--- config.mk ---
export PLATFORM = sky130hd
export DESIGN_NAME = spi_frame_engine
export DESIGN_NICKNAME = d
export VERILOG_FILES = /design/src/rtl/spi_frame_pkg.sv /design/src/rtl/spi_half_timer.sv /design/src/rtl/spi_edge_seq.sv /design/src/rtl/spi_shift_path.sv /design/src/rtl/spi_frame_engine.sv
export SDC_FILE = /design/constraint.sdc
export NUM_CORES = 1
export LEC_CHECK = 0
export BUFFER_PORTS_ARGS = -buffer_cell sky130_fd_sc_hd__buf_2
export CORE_UTILIZATION = 30
export DETAILED_ROUTE_END_ITERATION = 6
export SLEW_MARGIN = 10
export SYNTH_ARGS = -nofsm -noshare
export SYNTH_HDL_FRONTEND = slang
export SYNTH_HIERARCHICAL = 1
export SYNTH_SLANG_ARGS = --single-unit
--- constraint.sdc ---
create_clock -name clk -period 1.9 [get_ports clk]
set_input_delay 0.095 -clock clk [delete_from_list [all_inputs] [get_ports clk]]
set_output_delay 0.095 -clock clk [all_outputs]
set_load 0.01 [all_outputs]
--- src/rtl/spi_frame_pkg.sv ---
package spi_frame_pkg;
  typedef enum logic [1:0] {
    ST_IDLE = 2'd0,
    ST_XFER = 2'd1,
    ST_FIN  = 2'd2
  } xfer_state_e;

  localparam logic [1:0] FMT_SPI = 2'b00;
endpackage

--- src/rtl/spi_half_timer.sv ---
module spi_half_timer #(
  parameter int DIV_W = 8
) (
  input  logic             clk,
  input  logic             rst_n,
  input  logic             run,
  input  logic [DIV_W-1:0] div,
  output logic             tick
);
  logic [DIV_W-1:0] cnt_q, cnt_d;

  assign tick = run && (cnt_q == div);

  always_comb begin
    cnt_d = cnt_q;
    if (!run || tick) cnt_d = '0;
    else              cnt_d = cnt_q + 1'b1;
  end

  always_ff @(posedge clk or negedge rst_n) begin
    if (!rst_n) cnt_q <= '0;
    else        cnt_q <= cnt_d;
  end
endmodule

--- src/rtl/spi_edge_seq.sv ---
module spi_edge_seq #(
  parameter int LEN_W = 5,
  parameter int HW    = 6
) (
  input  logic             clk,
  input  logic             rst_n,
  input  logic             clear,
  input  logic             tick,
  input  logic             cpha,
  input  logic [LEN_W-1:0] nbits,
  output logic             edge_en,
  output logic             lead,
  output logic             sample,
  output logic             shift,
  output logic             last
);
  logic [HW-1:0] half_q, half_d;
  logic [HW-1:0] k_next, off, j, two_n;
  logic          in_rgn;

  assign k_next = half_q + 1'b1;
  assign off    = cpha ? HW'(1) : HW'(2);
  assign j      = k_next - off;
  assign two_n  = HW'(nbits) << 1;
  assign last   = (half_q == two_n + HW'(1));
  assign in_rgn = (k_next >= off) && (j < two_n);

  assign edge_en = tick && in_rgn && !last;
  assign lead    = ~j[0];
  assign sample  = edge_en && (lead ^ cpha);
  assign shift   = edge_en && !(lead ^ cpha) && (j != '0);

  always_comb begin
    half_d = half_q;
    if (clear)     half_d = '0;
    else if (tick) half_d = last ? '0 : k_next;
  end

  always_ff @(posedge clk or negedge rst_n) begin
    if (!rst_n) half_q <= '0;
    else        half_q <= half_d;
  end
endmodule

--- src/rtl/spi_shift_path.sv ---
module spi_shift_path #(
  parameter int MAX_W = 16,
  parameter int LEN_W = 5
) (
  input  logic             clk,
  input  logic             rst_n,
  input  logic             load,
  input  logic [MAX_W-1:0] tx_word,
  input  logic [LEN_W-1:0] nbits,
  input  logic             shift,
  input  logic             sample,
  input  logic             rx_bit,
  output logic             mosi,
  output logic [MAX_W-1:0] rx_word
);
  logic [MAX_W-1:0] tx_q, tx_d, rx_q, rx_d;
  logic [LEN_W-1:0] pad;

  assign pad     = LEN_W'(MAX_W) - nbits;
  assign mosi    = tx_q[MAX_W-1];
  assign rx_word = rx_q;

  always_comb begin
    tx_d = tx_q;
    rx_d = rx_q;
    if (load) begin
      tx_d = tx_word << pad;
      rx_d = '0;
    end else begin
      if (shift)  tx_d = tx_q << 1;
      if (sample) rx_d = {rx_q[MAX_W-2:0], rx_bit};
    end
  end

  always_ff @(posedge clk or negedge rst_n) begin
    if (!rst_n) begin
      tx_q <= '0;
      rx_q <= '0;
    end else begin
      tx_q <= tx_d;
      rx_q <= rx_d;
    end
  end
endmodule

--- src/rtl/spi_frame_engine.sv ---
module spi_frame_engine
  import spi_frame_pkg::*;
#(
  parameter int MAX_W = 16,
  parameter int MIN_W = 4,
  parameter int DIV_W = 8,
  localparam int LEN_W = $clog2(MAX_W + 1),
  localparam int HW    = $clog2(2 * MAX_W + 3)
) (
  input  logic             clk,
  input  logic             rst_n,
  input  logic             start_i,
  input  logic [1:0]       fmt_i,
  input  logic             cpol_i,
  input  logic             cpha_i,
  input  logic             loop_i,
  input  logic [LEN_W-1:0] word_len_i,
  input  logic [DIV_W-1:0] div_i,
  input  logic [MAX_W-1:0] tx_word_i,
  input  logic             miso_i,
  output logic             sclk_o,
  output logic             frame_n_o,
  output logic             mosi_o,
  output logic [MAX_W-1:0] rx_word_o,
  output logic             done_o,
  output logic             unsupported_o
);
  logic [1:0]       rst_sync_q;
  logic             rst_core_n;
  xfer_state_e      state_q, state_d;
  logic [LEN_W-1:0] len_q, len_d, nbits_in;
  logic [DIV_W-1:0] div_q, div_d;
  logic             cpol_q, cpol_d, cpha_q, cpha_d, loop_q, loop_d;
  logic             sclk_q, sclk_d, frame_q, frame_d, done_q, done_d;
  logic             is_spi, idle_live, start_ok, tick;
  logic             edge_en, lead, sample, shift, last;

  always_ff @(posedge clk or negedge rst_n) begin
    if (!rst_n) rst_sync_q <= '0;
    else        rst_sync_q <= {rst_sync_q[0], 1'b1};
  end
  assign rst_core_n = rst_sync_q[1];

  assign is_spi        = (fmt_i == FMT_SPI);
  assign unsupported_o = !is_spi;
  assign idle_live     = is_spi ? cpol_i : 1'b0;
  assign start_ok      = (state_q == ST_IDLE) && start_i && is_spi;

  always_comb begin
    if (word_len_i < LEN_W'(MIN_W))      nbits_in = LEN_W'(MIN_W);
    else if (word_len_i > LEN_W'(MAX_W)) nbits_in = LEN_W'(MAX_W);
    else                                 nbits_in = word_len_i;
  end

  spi_half_timer #(.DIV_W(DIV_W)) timer_i (
    .clk(clk), .rst_n(rst_core_n), .run(state_q == ST_XFER),
    .div(div_q), .tick(tick)
  );

  spi_edge_seq #(.LEN_W(LEN_W), .HW(HW)) seq_i (
    .clk(clk), .rst_n(rst_core_n), .clear(start_ok), .tick(tick),
    .cpha(cpha_q), .nbits(len_q), .edge_en(edge_en), .lead(lead),
    .sample(sample), .shift(shift), .last(last)
  );

  spi_shift_path #(.MAX_W(MAX_W), .LEN_W(LEN_W)) path_i (
    .clk(clk), .rst_n(rst_core_n), .load(start_ok), .tx_word(tx_word_i),
    .nbits(nbits_in), .shift(shift), .sample(sample),
    .rx_bit(loop_q ? mosi_o : miso_i), .mosi(mosi_o), .rx_word(rx_word_o)
  );

  always_comb begin
    state_d = state_q;
    len_d   = len_q;
    div_d   = div_q;
    cpol_d  = cpol_q;
    cpha_d  = cpha_q;
    loop_d  = loop_q;
    sclk_d  = sclk_q;
    frame_d = frame_q;
    done_d  = (state_q == ST_FIN);
    unique case (state_q)
      ST_IDLE: begin
        sclk_d = idle_live;
        if (start_ok) begin
          state_d = ST_XFER;
          frame_d = 1'b0;
          len_d   = nbits_in;
          div_d   = div_i;
          cpol_d  = cpol_i;
          cpha_d  = cpha_i;
          loop_d  = loop_i;
        end
      end
      ST_XFER: begin
        if (edge_en) sclk_d = cpol_q ^ lead;
        if (tick && last) begin
          state_d = ST_FIN;
          frame_d = 1'b1;
        end
      end
      ST_FIN: begin
        sclk_d  = idle_live;
        state_d = ST_IDLE;
      end
      default: state_d = ST_IDLE;
    endcase
  end

  always_ff @(posedge clk or negedge rst_core_n) begin
    if (!rst_core_n) begin
      state_q <= ST_IDLE;
      len_q   <= LEN_W'(MIN_W);
      div_q   <= '0;
      cpol_q  <= 1'b0;
      cpha_q  <= 1'b0;
      loop_q  <= 1'b0;
      sclk_q  <= 1'b0;
      frame_q <= 1'b1;
      done_q  <= 1'b0;
    end else begin
      state_q <= state_d;
      len_q   <= len_d;
      div_q   <= div_d;
      cpol_q  <= cpol_d;
      cpha_q  <= cpha_d;
      loop_q  <= loop_d;
      sclk_q  <= sclk_d;
      frame_q <= frame_d;
      done_q  <= done_d;
    end
  end

  assign sclk_o    = sclk_q;
  assign frame_n_o = frame_q;
  assign done_o    = done_q;
endmodule

# --- After elaboration in Yosys (flattened, before gate mapping) ---
# Index checks and enable logic that the tools add are counted.
totals:
  regBits: 69
  latch_bits: 0
  ramBits: 0
  rom_bits: 0
  inputBits: 38
  elab_cells: 83
  memories: 0
classes:
  addsub: 5
  multipliers: 0
  n_div: 0
  order_cmp: 4
  eq_ne: 7
  n_shift: 1
  muxes: 21
  bitwise_logic: 3
  n_reduce_logical: 28
ops:
  columns: ["operator", "count"]
  rows:
  - ["16-bit 2-to-1 mux", 4]
  - ["6-bit 2-to-1 mux", 3]
  - ["16-bit by 5-bit left shift with 16-bit output", 1]
  - ["6-bit by 1-bit adder with 6-bit output, second input constant", 2]
  - ["1-bit logical AND", 10]
  - ["5-bit 2-to-1 mux", 2]
  - ["2-bit nonzero test", 5]
  - ["8-bit by 1-bit adder with 8-bit output, second input constant", 1]
  - ["8-bit == test", 1]
  - ["8-bit 2-to-1 mux", 1]
  - ["6-bit == test", 1]
  - ["6-bit greater-or-equal comparator", 1]
  - ["6-bit < comparator", 1]
  - ["2-bit 2-to-1 mux", 3]
  - ["2-bit AND reduction", 3]
  - ["6-bit nonzero test", 1]
  - ["6-bit subtractor", 1]
  - ["5-bit > comparator, second input constant", 1]
  - ["5-bit by 3-bit < comparator with 1-bit output, second input constant", 1]
  - ["1-bit 2-to-1 mux", 5]
  - ["5-bit subtractor, first input constant", 1]
  - ["1-bit zero test", 4]
  - ["2-bit zero test", 2]
  - ["2-bit by 1-bit inequality test with 1-bit output, second input constant", 2]
  - ["other kinds (10)", 12]

# --- Logic depth before layout (Yosys ltp) ---
depth:
  ltp_word: 10
  depth_mapped: 15
  depth_no_buf: 14

# --- By module ---
# The synthesis kept the hierarchy.
modules_own_cells:
  columns: ["module", "instances", "cells_per_inst", "area_each_um2", "seq_area_each_um2"]
  rows:
  - ["spi_shift_path", 1, 196, 2188.3, 800.8]
  - ["spi_frame_engine", 1, 67, 973.4, 578.1]
  - ["spi_edge_seq", 1, 90, 800.8, 150.1]
  - ["spi_half_timer", 1, 46, 500.5, 200.2]

# --- Least setup slack after synthesis ---
# OpenSTA, ideal clock, no wires.
synth_timing:
  kind: "register to register"
  from: "register seq_i.half_q[0]"
  to: "register path_i.tx_q[8]"
  t_arrival_ns: 3.525
  required_time_ns: 1.776
  path_slack_ns: -1.749
  path_stages_with_launch: 16
  path_buffers: 1
  synth_period_minus_slack_ns: 3.649
  cell_sequence: "dfrtp_1 ha_1 inv_1 fa_1 o211a_1 a21oi_1 xnor2_1 ha_1 o21ai_0 o21bai_1 nor4_1 clkbuf_1 inv_1 o21ai_0 nor2_1 a211o_1"
synth_between:
  elab_chain_len: 9
  word_cells_on_any_way: 16
  cone_classes: "add/sub: 2; order compare: 2; eq/ne: 1; bitwise: 2; reduce/logical: 9"
synth_lines:
  columns: ["item", "line", "source"]
  rows:
  - ["from (decl)", "spi_edge_seq.sv:17", "logic [HW-1:0] half_q, half_d;"]
  - ["from (signal assigned)", "spi_edge_seq.sv:41", "else half_q <= half_d;"]
  - ["6-bit by 1-bit adder with 6-bit output", "spi_edge_seq.sv:21", "assign k_next = half_q + 1'b1;"]
  - ["6-bit subtractor", "spi_edge_seq.sv:23", "assign j = k_next - off;"]
  - ["6-bit < comparator", "spi_edge_seq.sv:26", "assign in_rgn = (k_next >= off) && (j < two_n);"]
  - ["1-bit logical AND", "spi_edge_seq.sv:26", null]
  - ["1-bit logical AND (2 in series)", "spi_edge_seq.sv:28", "assign edge_en = tick && in_rgn && !last;"]
  - ["1-bit logical AND", "spi_edge_seq.sv:31", "assign shift = edge_en && !(lead ^ cpha) && (j != '0);"]
  - ["1-bit logical AND (*)", "spi_edge_seq.sv:31", null]
  - ["net shift", "spi_frame_engine.sv:36", "logic edge_en, lead, sample, shift, last;"]
  - ["2-bit nonzero test (no line) (*)", null, null]
  - ["to (signal assigned)", "spi_shift_path.sv:40", "tx_q <= tx_d;"]
  - ["to (decl)", "spi_shift_path.sv:16", "logic [MAX_W-1:0] tx_q, tx_d, rx_q, rx_d;"]
# The timed path passes the listed nets; every way through them passes the cells marked *.
# A chain may end at the register's enable or synchronous reset.

# --- Worst setup path in the final report ---
layout_timing:
  from: "register seq_i.half_q[0]"
  to: "register sclk_q, in the netlist sclk_o"
layout_between:
  elab_chain_len: 8
  word_cells_on_any_way: 15
  cone_classes: "add/sub: 2; order compare: 2; eq/ne: 2; mux: 2; bitwise: 2; reduce/logical: 5"
layout_lines:
  columns: ["item", "line", "source"]
  rows:
  - ["6-bit by 1-bit adder with 6-bit output", "spi_edge_seq.sv:21", null]
  - ["6-bit subtractor", "spi_edge_seq.sv:23", null]
  - ["6-bit < comparator", "spi_edge_seq.sv:26", null]
  - ["1-bit logical AND", "spi_edge_seq.sv:26", null]
  - ["1-bit logical AND", "spi_edge_seq.sv:28", null]
  - ["1-bit logical AND (*)", "spi_edge_seq.sv:28", null]
  - ["net edge_en", "spi_frame_engine.sv:36", null]
  - ["2-bit by 1-bit inequality test with 1-bit output (no line) (*)", null, null]
  - ["2-bit AND reduction (no line) (*)", null, null]
  - ["to (signal assigned)", "spi_frame_engine.sv:128", "sclk_q <= sclk_d;"]
  - ["to (decl)", "spi_frame_engine.sv:34", "logic sclk_q, sclk_d, frame_q, frame_d, done_q, done_d;"]
# The timed path passes the listed nets; every way through them passes the cells marked *. The select of a mux whose other input is x is not followed.

==> impl_metrics.csv <==
group,metric,value,unit
clocking,numCtsBuffers,9,
worst_setup_path,critPathKind,"flip-flop to flip-flop",
clocking,clk_pin_slew_worst_paths,0.06,ns
pwr,seq_power_share,0.304,
floorplanning,start_util,0.3071,
logic_synthesis,yosys.area.top_type,"dfrtp_1",
worst_setup_path,path_buf_inv,2,
global_route,antenna_found_initial,0,
layout,n_antenna_cell,0,
clocking,cts_num_sinks,69,
worst_setup_path,critPathRequiredTime,2.11,ns
detailed_routing,drtIter0Drc,290,
logic_synthesis,ys_seq_area_frac,0.3874,
outcome,violations,"setup timing",
pwr,p_comb_frac,0.481,
sta,setup_viol,33,
logic_synthesis,ys_types,66,
global_route,grt_max_degree,40,
sta,period_share,1.721,
floorplanning,dieArea,15370,um2
worst_setup_path,r2r_setup_slack,-1.37,ns
detailed_routing,routed_wl,10280,um
worst_setup_path,critPathCaptureType,"flip-flop",
worst_setup_path,cp_cell_sequence,"ha_4 -> inv_2 -> fa_2 -> o211a_1 -> a21oi_2 -> xnor2_2 -> ha_2 -> o21ai_2 -> o21bai_2 -> buf_6 -> nor3_4 -> nor2b_4 -> mux2_4 -> a22o_1",
floorplanning,num_io_pins,59,
sta,setup_ws,-1.369,ns
floorplanning,rows,44,
sta,rsz0062_at_grt,"yes",
clocking,cts_tree,"built",
global_route,grt_usage,0.1411,
pwr,swShare,0.3655,
floorplanning,die_x,124.0,um
sta,hold_ws,0.01542,ns
sta,period_needed,3.269,ns
worst_setup_path,worst_setup_path_start_kind,"flip-flop",
logic_synthesis,synth_cells,399,
layout,layout-drive-gt1-share,0.4286,
pwr,p_clk_frac,0.215,
clocking,clockRootBuffer,"clkbuf_16",
pwr,vdd_ir_drop_max,0.5332,mV
pwr,power.density,1269,nW/um2
logic_synthesis,syn_area,4463,um2
pwr,leakage,2.641,nW
placement,port_buffers,58,
outcome,status,"finished, violations left",
sta,timing.fmax,0.3059,GHz
floorplanning,fp.dieH,124.0,um
detailed_routing,antenna_left,0,
sta,setup-tns-final,-40.87,ns
layout,nNetsFinal,582,
worst_setup_path,slowest_delay,0.42,ns
worst_setup_path,crit_family,"adder cells",
logic_synthesis,asyncSetResetFlopFracSynth,1.000,
detailed_routing,avgRoutedWirePerCell,14.22,um
sta,skew,0.006212,ns
pwr,p_switching,2.788,mW
logic_synthesis,syn_nets,447,
worst_setup_path,worstPathArrival,3.48,ns
layout,syn_to_final_growth,34.71,%
global_route,grt_pass1_wl,16740,um
worst_setup_path,crit_slowest_cell,"dfrtp_2",
clocking,htree_levels,3,
logic_synthesis,synth-seq-cells,69,
logic_synthesis,avgSynthCellArea,11.19,um2
pwr,power.internal,4.841,mW
logic_synthesis,synth_edf_count,0,
global_route,grt_pass1_vias,3487,
clocking,clk_latency,0.33,ns
logic_synthesis,synthFlopType,"dfrtp_1",
logic_synthesis,yosys.area.top_type_share,0.3757,
sta,drv_slew,0,
worst_hold_path,hold_class,"input pin to flip-flop",
detailed_routing,viasPerCell,4.812,
detailed_routing,first_pass_iters,4,
placement,place.gp.congestion,0.8865,
global_route,grt_remaining_overflow,0,
worst_setup_path,crit_fanout,5,
detailed_routing,drc,0,
clocking,cts_buffer_depth,2,
detailed_routing,num_vias,3479,
sta,hold_viol,0,
floorplanning,core_area,14530,um2
logic_synthesis,synth.top_cells.by_area,"dfrtp_1, mux2i_1, mux4_2",
logic_synthesis,ys_warn_count,6,
run,maxCapViolations,0,
placement,hpwl,7804,um
[cells by family (layout without fill, tap and decap cells)]
group / Yosys count / in the layout / synth area share
AND/OR/NAND/NOR: 105 / 105 / 0.1351
multiplexers: 69 / 69 / 0.2072
flip-flops: 69 / 69 / 0.3874
AO/OA/AOI/OAI: 64 / 64 / 0.1004
buffers and inverters: 49 / 189 / 0.06560
XOR/XNOR: 32 / 32 / 0.07373
adder cells (fa/ha/maj): 10 / 10 / 0.02972
other: 1 / 1 / 0.0008402
[synthesized netlist by cell type (all sizes together) (4+ instances only)]
master / n
a211oi: 6
a21oi: 14
buf: 16
clkbuf: 8
dfrtp: 67
ha: 9
inv: 25
mux2: 21
mux2i: 35
mux4: 13
nand2: 14
nand3: 12
nand3b: 4
nor2: 25
nor2b: 5
nor3: 15
nor4: 8
o211ai: 4
o21ai: 12
or3: 4
xnor2: 9
xor2: 23
[power groups by stage]
stage | combinational, mW | clock, mW | sequential (mW)
floorplan | 2.15 | 0 | 2.35
global placement | 3.31 | 0 | 2.33
detailed placement | 3.39 | 0 | 2.34
CTS | 3.52 | 1.68 | 2.32
global route | 4.06 | 1.74 | 2.39
finish | 3.67 | 1.64 | 2.32
[sequential cells by signal, summed over array words and instances (netlist names), 2 cells and up]
signal,count
path_i/tx_q,16
rst_sync_q,2
path_i/rx_word,16
div_q,8
state_q,2
seq_i/half_q,6
len_q,5
timer_i/cnt_q,8
[through the flow]
step	power [mW]	std cells	instance area (um2)	util	setup WS [ns]
floorplan	4.504	399	4531	-	-1.319
global placement	5.634	694	5468	0.3762	-1.507
detailed placement	5.727	694	5468	0.3762	-1.535
CTS	7.515	722	5936	0.4084	-1.364
global route	8.182	723	6012	0.4137	-1.494
finish	7.629	723	6012	0.4137	-1.369
[path summary, 6_finish.rpt]
| path | to | start | cells past startpoint |
|---|---|---|---|
| worst max-delay path | sclk_o | seq_i/half_q[0] | 14 |
| worst min-delay path | div_q[0] | div_i[0] | 2 |
| worst max register to register | sclk_o | seq_i/half_q[0] | 14 |
| worst min register to register | path_i/tx_q[1] | rst_sync_q[1] | 0 |
| max in group asynchronous | frame_n_o | rst_sync_q[1] | 1 |
| min in group asynchronous | rst_sync_q[0] | rst_n | 2 |
[placed cells by master (no fill, tap or decap), drive strengths merged, types with 4 or more instances in the layout]
master	instances
ha	9
nor2b	5
nand3	12
clkbuf	11
nor4	8
mux2	21
o211ai	4
buf	137
nor3	15
inv	25
dfrtp	67
or3	4
nand3b	4
clkinv	4
dlygate4sd3	10
mux4	13
a211oi	6
nor2	25
o21ai	12
xor2	23
a21oi	14
xnor2	9
nand2	14
mux2i	35
[timing repair]
| item | CTS | global route |
|---|---|---|
| endpoints found under the hold margin | 11 | 0 |
| gates resized for setup | 7 | 24 |
| endpoints found under the setup margin | 33 | 35 |
| gates cloned | 1 | 0 |
| pin swaps | 2 | 2 |
| hold buffers | 10 | 0 |
| buffers inserted | 1 | 2 |
[routing by layer]
metal	wire [um]	up-vias	GRT usage
li1	-	1715	-
met1	4980	1670	0.1910
met2	4722	81	0.2240
met3	404	13	0.01557
met4	176	0	0.06920
met5	0	-	0
[cell type report]
type                            instances  area, um2
Fill cell                            1414       8522
Multi-Input combinational cell        281       2601
Sequential cell                        69       1733
Timing Repair Buffer                  148       1057
Tap cell                              184      230.2
Clock buffer                           10      229.0
Inverter                               25      96.34
Clock inverter                          6      65.06
Note: power is estimated with default switching activity, not from simulation.
